## src/rtl/nand_ecc_pkg.sv

```systemverilog
package nand_ecc_pkg;

    typedef enum logic [1:0] {
        ST_CLEAN    = 2'd0,
        ST_FIX_DATA = 2'd1,
        ST_FIX_CODE = 2'd2,
        ST_FATAL    = 2'd3
    } ecc_status_e;

endpackage

```

## src/rtl/nand_ecc_parity_gen.sv

```systemverilog
module nand_ecc_parity_gen #(
    parameter  int SECTOR_BYTES = 512,
    localparam int IDX_W        = $clog2(SECTOR_BYTES),
    localparam int ADDR_W       = IDX_W + 3,
    localparam int CODE_W       = 2 * ADDR_W
) (
    input  logic              clk,
    input  logic              rst_n,
    input  logic              start_i,
    input  logic              valid_i,
    input  logic [IDX_W-1:0]  index_i,
    input  logic [7:0]        data_i,
    input  logic              done_i,
    output logic              code_valid_o,
    output logic [CODE_W-1:0] code_o
);

    typedef struct packed {
        logic [ADDR_W-1:0] par_set;
        logic [ADDR_W-1:0] par_clr;
        logic              code_vld;
        logic [CODE_W-1:0] code;
    } gen_state_t;

    gen_state_t st_d, st_q;

    always_comb begin
        logic [ADDR_W-1:0] bit_addr;
        st_d     = st_q;
        bit_addr = '0;
        if (start_i) begin
            st_d.par_set = '0;
            st_d.par_clr = '0;
        end
        if (valid_i) begin
            for (int j = 0; j < 8; j++) begin
                bit_addr = {index_i, j[2:0]};
                if (data_i[j]) begin
                    st_d.par_set = st_d.par_set ^ bit_addr;
                    st_d.par_clr = st_d.par_clr ^ ~bit_addr;
                end
            end
        end
        st_d.code_vld = done_i;
        if (done_i) begin
            st_d.code = ~{st_d.par_set, st_d.par_clr};
        end
    end

    always_ff @(posedge clk or negedge rst_n) begin
        if (!rst_n) begin
            st_q <= '0;
        end else begin
            st_q <= st_d;
        end
    end

    assign code_valid_o = st_q.code_vld;
    assign code_o       = st_q.code;

    AST_CODE_STROBE_ON: assert property (@(posedge clk) disable iff (!rst_n)
        done_i |=> code_valid_o);
    AST_CODE_STROBE_OFF: assert property (@(posedge clk) disable iff (!rst_n)
        !done_i |=> !code_valid_o);
    AST_CODE_HELD: assert property (@(posedge clk) disable iff (!rst_n)
        !done_i |=> $stable(code_o));
    AST_EMPTY_AFTER_START: assert property (@(posedge clk) disable iff (!rst_n)
        (start_i && !valid_i) ##1 (done_i && !valid_i && !start_i) |=> code_o == '1);

endmodule

```

## src/rtl/nand_ecc_syndrome.sv

```systemverilog
module nand_ecc_syndrome #(
    parameter  int SECTOR_BYTES = 512,
    localparam int IDX_W        = $clog2(SECTOR_BYTES),
    localparam int ADDR_W       = IDX_W + 3,
    localparam int CODE_W       = 2 * ADDR_W
) (
    input  logic                     clk,
    input  logic                     rst_n,
    input  logic                     chk_valid_i,
    input  logic [CODE_W-1:0]        stored_i,
    input  logic [CODE_W-1:0]        calc_i,
    output logic                     res_valid_o,
    output nand_ecc_pkg::ecc_status_e status_o,
    output logic [IDX_W-1:0]         byte_o,
    output logic [2:0]               bit_o
);
    import nand_ecc_pkg::*;

    localparam logic [IDX_W:0] SECTOR_LIM = SECTOR_BYTES[IDX_W:0];

    typedef struct packed {
        logic              vld;
        ecc_status_e       status;
        logic [IDX_W-1:0]  byte_idx;
        logic [2:0]        bit_idx;
    } chk_state_t;

    chk_state_t st_d, st_q;

    logic [CODE_W-1:0] diff;
    logic [ADDR_W-1:0] diff_hi, diff_lo;
    logic              single_bit;

    assign diff       = stored_i ^ calc_i;
    assign diff_hi    = diff[CODE_W-1:ADDR_W];
    assign diff_lo    = diff[ADDR_W-1:0];
    assign single_bit = (diff != '0) && ((diff & (diff - 1'b1)) == '0);

    always_comb begin
        st_d     = st_q;
        st_d.vld = chk_valid_i;
        if (chk_valid_i) begin
            st_d.byte_idx = '0;
            st_d.bit_idx  = '0;
            if (diff == '0) begin
                st_d.status = ST_CLEAN;
            end else if ((diff_hi ^ diff_lo) == '1) begin
                if ({1'b0, diff_hi[ADDR_W-1:3]} < SECTOR_LIM) begin
                    st_d.status   = ST_FIX_DATA;
                    st_d.byte_idx = diff_hi[ADDR_W-1:3];
                    st_d.bit_idx  = diff_hi[2:0];
                end else begin
                    st_d.status = ST_FATAL;
                end
            end else if (single_bit) begin
                st_d.status = ST_FIX_CODE;
            end else begin
                st_d.status = ST_FATAL;
            end
        end
    end

    always_ff @(posedge clk or negedge rst_n) begin
        if (!rst_n) begin
            st_q <= '0;
        end else begin
            st_q <= st_d;
        end
    end

    assign res_valid_o = st_q.vld;
    assign status_o    = st_q.status;
    assign byte_o      = st_q.byte_idx;
    assign bit_o       = st_q.bit_idx;

    AST_RES_STROBE_ON: assert property (@(posedge clk) disable iff (!rst_n)
        chk_valid_i |=> res_valid_o);
    AST_RES_STROBE_OFF: assert property (@(posedge clk) disable iff (!rst_n)
        !chk_valid_i |=> !res_valid_o && $stable(status_o));
    AST_MATCH_CLEAN: assert property (@(posedge clk) disable iff (!rst_n)
        chk_valid_i && (stored_i == calc_i) |=> status_o == ST_CLEAN);
    AST_CODE_ONLY: assert property (@(posedge clk) disable iff (!rst_n)
        chk_valid_i && ($countones(stored_i ^ calc_i) == 1) |=> status_o == ST_FIX_CODE);
    AST_NO_LOCATION: assert property (@(posedge clk) disable iff (!rst_n)
        res_valid_o && (status_o != ST_FIX_DATA) |-> (byte_o == '0) && (bit_o == '0));

endmodule

```

## src/rtl/nand_hamming_ecc.sv

```systemverilog
module nand_hamming_ecc #(
    parameter  int SECTOR_BYTES = 512,
    localparam int IDX_W        = $clog2(SECTOR_BYTES),
    localparam int CODE_W       = 2 * (IDX_W + 3)
) (
    input  logic              clk,
    input  logic              rst_n,
    input  logic              gen_start,
    input  logic              gen_valid,
    input  logic [IDX_W-1:0]  gen_index,
    input  logic [7:0]        gen_data,
    input  logic              gen_done,
    output logic              code_valid,
    output logic [CODE_W-1:0] code,
    input  logic              chk_valid,
    input  logic [CODE_W-1:0] chk_stored,
    input  logic [CODE_W-1:0] chk_calc,
    output logic              res_valid,
    output logic [1:0]        res_status,
    output logic [IDX_W-1:0]  res_byte,
    output logic [2:0]        res_bit
);

    nand_ecc_pkg::ecc_status_e status_w;

    nand_ecc_parity_gen #(.SECTOR_BYTES(SECTOR_BYTES)) u_gen (
        .clk          (clk),
        .rst_n        (rst_n),
        .start_i      (gen_start),
        .valid_i      (gen_valid),
        .index_i      (gen_index),
        .data_i       (gen_data),
        .done_i       (gen_done),
        .code_valid_o (code_valid),
        .code_o       (code)
    );

    nand_ecc_syndrome #(.SECTOR_BYTES(SECTOR_BYTES)) u_chk (
        .clk         (clk),
        .rst_n       (rst_n),
        .chk_valid_i (chk_valid),
        .stored_i    (chk_stored),
        .calc_i      (chk_calc),
        .res_valid_o (res_valid),
        .status_o    (status_w),
        .byte_o      (res_byte),
        .bit_o       (res_bit)
    );

    assign res_status = status_w;

endmodule

```

## config.mk

```make
export PLATFORM = sky130hd
export DESIGN_NAME = nand_hamming_ecc
export DESIGN_NICKNAME = d
export VERILOG_FILES = /design/src/rtl/nand_ecc_pkg.sv /design/src/rtl/nand_ecc_parity_gen.sv /design/src/rtl/nand_ecc_syndrome.sv /design/src/rtl/nand_hamming_ecc.sv
export SDC_FILE = /design/constraint.sdc
export NUM_CORES = 1
export LEC_CHECK = 0
export CELL_PAD_IN_SITES_DETAIL_PLACEMENT = 1
export CELL_PAD_IN_SITES_GLOBAL_PLACEMENT = 1
export CORE_AREA = 2 2 108 120
export CTS_CLUSTER_DIAMETER = 30
export CTS_CLUSTER_SIZE = 40
export DETAILED_ROUTE_END_ITERATION = 16
export DIE_AREA = 0 0 110 122
export PLACE_DENSITY_LB_ADDON = 0.1
export SETUP_SLACK_MARGIN = 0.5
export SYNTH_ARGS = -nofsm -noshare
export SYNTH_HDL_FRONTEND = slang
export SYNTH_HIERARCHICAL = 1
export SYNTH_SLANG_ARGS = --single-unit
export TNS_END_PERCENT = 50
```

## constraint.sdc

```tcl
create_clock -name clk -period 1 [get_ports clk]
set_clock_uncertainty 0.2 [all_clocks]
set_input_delay 0.15 -clock clk [delete_from_list [all_inputs] [get_ports clk]]
set_output_delay 0.15 -clock clk [all_outputs]
set_load 0.1 [all_outputs]
```

# [Word-level counts from Yosys, hierarchy flattened]
# Cells that the tools add are included.
[classes] n_eq_ne=1 reduce_logical=4 add_sub_neg=1 bitwise_logic=28 muxes=22
[ops] op="2-to-1 mux 24 bit" n=17
[ops] op="bitwise XOR 12 bit" n=17
[ops] op="NOT 12 bit" n=8
[ops] op="logical NOT 24 bit" n=2
[ops] op="AND 24 bit" n=1
[ops] op="2-to-1 mux 12 bit" n=2
[ops] op="NOT 24 bit" n=1
[ops] op="nonzero test 24 bit" n=1
[ops] op="subtractor 24 x 1 -> 24 bit (second input constant)" n=1
[ops] op="bitwise XOR 24 bit" n=1
[ops] op="equality test 12 bit (second input constant)" n=1
[ops] op="2-to-1 mux 2 bit" n=2
[ops] op="logical AND 1 bit" n=1
[ops] op="2-to-1 mux 1 bit" n=1
[word_totals] elab_cells=64 input_bits=71 reg_bits=64 output_inout_bits=40

# [Longest topological paths before layout]
[depth] depth_word=26 ltp_mapped=7 ltp_nobuf=7

# [Hierarchy]
# Netlist, hierarchy kept.
[modules_own_cells] mod="nand_ecc_parity_gen" area_per_inst_um2=2678.8 cells_each=268 instances=1 seq_area_each_um2=1226.2
[modules_own_cells] mod="nand_ecc_syndrome" area_per_inst_um2=1262.5 cells_each=143 instances=1 seq_area_each_um2=375.4

# [Least setup slack after synthesis]
# OpenSTA, ideal clock, no wires.
[synth_timing] path_kind="input to register" startpoint="input port chk_calc[2]" endpoint="register u_chk.st_q, in the netlist u_chk/status_o[0]" setup_time_ps=126 path_stages=7 arrival_ps=1524 path_buffers=0 path_slack_ps=-850 required_time_ps=674 path_cell_list="xor2_1 > nor4_4 > nand4_2 > o31ai_1 > o2111ai_1 > nor4_2 > a21oi_1"
[synth_via] elab_chain_cells=8 elab_cells_between_ends=12 cone_classes="1 x add/sub; 1 x eq/ne; 3 x mux; 3 x bitwise; 4 x reduce/logical"
[synth_rtl] item="start: declaration" line_no="nand_hamming_ecc.sv:17" rtl="input logic [CODE_W-1:0] chk_calc,"
[synth_rtl] item="bitwise XOR 24 bit *" line_no="nand_ecc_syndrome.sv:34" rtl="assign diff = stored_i ^ calc_i;"
[synth_rtl] item="subtractor 24 x 1 -> 24 bit" line_no="nand_ecc_syndrome.sv:37" rtl="assign single_bit = (diff != '0) && ((diff & (diff - 1'b1)) == '0);"
[synth_rtl] item="AND 24 bit" line_no="nand_ecc_syndrome.sv:37"
[synth_rtl] item="logical NOT 24 bit" line_no="nand_ecc_syndrome.sv:37"
[synth_rtl] item="logical AND 1 bit" line_no="nand_ecc_syndrome.sv:37"
[synth_rtl] item="2-to-1 mux 1 bit" line_no="nand_ecc_syndrome.sv:55" rtl="end else if (single_bit) begin"
[synth_rtl] item="2-to-1 mux 2 bit" line_no="nand_ecc_syndrome.sv:47" rtl="end else if ((diff_hi ^ diff_lo) == '1) begin"
[synth_rtl] item="2-to-1 mux 2 bit *" line_no="nand_ecc_syndrome.sv:45" rtl="if (diff == '0) begin"
[synth_rtl] item="end signal: assignment" line_no="nand_ecc_syndrome.sv:67" rtl="st_q <= st_d;"
[synth_rtl] item="end: declaration" line_no="nand_ecc_syndrome.sv:28" rtl="chk_state_t st_d, st_q;"
# Mark *: on every way between the ends. The rest lies on a longest branch, timed or not.
# A chain may end at the register's enable or synchronous reset.

# [Worst setup path in the final report]
[layout_timing] startpoint="input port chk_calc[5]" endpoint="register u_chk.st_q, in the netlist u_chk/status_o[0]"
# Same word-level chain as after synthesis.

==> qor.yml <==
clock_network:
  cts_sinks: 64
  cts_root_buffer: "clkbuf_16"
  clk_pin_slew_ns: 0.06
  htree_levels: 3
  cts_buffers: 9
  clock_latency_ns: 0.33
  clock_path_buffers: 2
  cts_tree: "built"
layout:
  seq_area_mm2: 0.00161
  areaGrowthSynthToFinish_pct: 104
  nets: 677
  layout_commonest_cell: "buf_4"
  layout-drive-gt1-share: 0.563
  instances_no_fill: 768
  multiInputGateArea_mm2: 0.00319
  fillers: 1189
  num_antenna_cells: 0
  final_cell_mix: "buf_4, dfrtp_1, buf_12"
floorplan:
  die_h_um: 122
  start_util: 0.320
  dieArea_mm2: 0.0134
  num_rows: 43
  core_mm2: 0.0123
  die_width_um: 110
  boundaryPins: 111
sta:
  slew_violations: 0
  hold_viol: 66
  fmax_ghz: 0.548
  finalCritPeriodShare: 1.83
  fin_crit_ns: 1.83
  holdWs_ns: -0.380
  postLayoutSetupSlackWorst_ns: -0.826
  setup_viol: 99
  rsz0062_at_grt: "true"
  slew_headroom: 0.712
  worstMarginPinSlew_ns: 0.431
routing:
  drc: 0
  wl_per_cell_um: 19.7
  drtIter0Drc: 135
  drtAntennaViolNets: 0
  num_vias: 3812
  via_per_inst: 4.96
  detail_route.first_pass.iterations: 4
  finalWirelength_mm: 15.2
synthesis:
  synth_edf_count: 0
  ys_types: 41
  ys_warn_count: 6
  syn-num-nets: 482
  ys_async_sr_fraction: 1.00
  syn_avg_cell_area_um2: 9.59
  ys_seq_area_frac: 0.406
  ys.flop_type: "dfrtp_1"
  synth-seq-cells: 64
  syn-cell-area_mm2: 0.00394
  synth_cells: 411
setup_path:
  crit_required_ns: 1.01
  rrSetupSlack_ns: -0.42
  crit_path_start_kind: "primary input"
  endpoint_kind: "flop"
  path_class: "in2reg"
  cp_max_fo: 4
  critPathArrivalTime_ns: 1.84
global_route:
  first_global_vias: 4435
  met3_usage: 0.0364
  track_usage: 0.232
  met1_usage: 0.249
  grt_pass1_wl_mm: 23.3
  grt-ovfl-total: 0
  grt-busiest-layer: "met2"
  antenna_found_initial: 0
  grt_max_degree: 65
  grtUsageMet2: 0.439
place:
  detailedPlace.worstSlack_ns: -1.56
  port_buffers: 110
  hpwl_mm: 9.14
  place_congestion: 0.839
  dp_cells: 710
worst_hold_path:
  min_path_type: "in2async"
job:
  drv_cap: 0
power:
  p_leak_nw: 3.40
  pwr_density_cell_mw_per_mm2: 1800
  ir_drop_v: 0.00125
status:
  status: "finished with violations"
  violations: "negative hold slack, negative setup slack"
## path summary, 6_finish.rpt
path                       cells past startpoint           endpoint            start
hold reg to reg                                1    u_chk/byte_o[0]  u_chk/byte_o[0]
setup reg to reg                               4   u_gen/code_o[16]   u_gen/st_q[41]
hold / removal                                 2    u_gen/code_o[0]            rst_n
min in group clk                               2  u_chk/res_valid_o        chk_valid
max in group asynchronous                      2    u_chk/byte_o[6]            rst_n
setup / recovery                               9  u_chk/status_o[0]      chk_calc[5]
## metrics by stage
| stage | total power, mW | instance area (µm²) | TNS [ns] | util |
|---|---|---|---|---|
| 3_3_place_gp | 9.03 | 6480 | -76.89 | 0.526 |
| 3_5_place_dp | 9.12 | 6480 | -79.53 | 0.526 |
| 4_1_cts | 14.2 | 7760 | -36.93 | 0.630 |
| 2_1_floorplan | 7.06 | 4450 | -31.12 | - |
| 6_report | 14.5 | 8030 | -36.94 | 0.652 |
| 5_1_grt | 15.0 | 8030 | -41.04 | 0.652 |
## worst max-delay path, stage by stage
cell             delay, ns
clkdlybuf4s15_2       0.20
xor2_2                0.16
nor3_2                0.19
buf_4                 0.17
or2b_4                0.27
a21oi_2               0.17
o2111ai_2             0.14
nor4_2                0.30
a21oi_1               0.10
## registers in the layout, summed over array words and instances (netlist names)
signal              count
u_chk/status_o          2
u_chk/byte_o            9
u_chk/bit_o             3
u_gen/st_q             24
u_chk/res_valid_o       1
u_gen/code_valid_o      1
u_gen/code_o           24
## cell families (layout without fill, tap and decap cells)
kind of cell	count (synthesis)	count (layout)	synth area share
DFF	64	64	0.406
and+or+nand+nor	139	139	0.191
xor gates and xnor gates	78	78	0.181
muxes	4	4	0.0102
buffers and inverters	51	251	0.0768
AOI/OAI and AO/OA	75	75	0.134
## power breakdown
| group | switching (mW) | total [mW] | internal [mW] |
|---|---|---|---|
| logic | 4.03 | 7.53 | 3.51 |
| registers | 0.372 | 3.45 | 3.08 |
| clock network | 1.24 | 3.50 | 2.26 |
| total | 5.65 | 14.5 | 8.84 |
## routing by layer
metal  wire length [µm]  up-vias
met3                596       26
li1                   -     1769
met2               8460       89
met1               5580     1928
met5                  0        -
met4                518        0
## area by class of cell
type,count,share of cell area
clock buffer,10,0.0297
clock inverter,6,0.0115
inverter,10,0.00483
multi-input combinational,296,0.397
sequential,64,0.200
tap,157,0.0245
timing repair buffer,225,0.333
## cell usage after synthesis (11+ instances only)
master     number  share of area
dfrtp_1        64           0.41
nand4_1        11          0.017
nor3_1         12          0.015
clkbuf_1       12          0.011
buf_4          25          0.048
o21ai_0        19          0.024
xnor2_1        48           0.11
nand2b_1       21          0.033
nor2b_1        15          0.024
xor2_1         26          0.058
nor2_1         26          0.025
nand2_1        29          0.028
o2bb2ai_1      20          0.044
nand3_1        12          0.015
## what timing repair did
action                     CTS  global route
pin swaps                   83            31
cloned                       8             0
setup endpoints to repair  104           103
setup buffers               27             7
resized for setup          281            45
hold endpoints to repair    65            66
No activity file was read; power rests on OpenSTA's default activity.
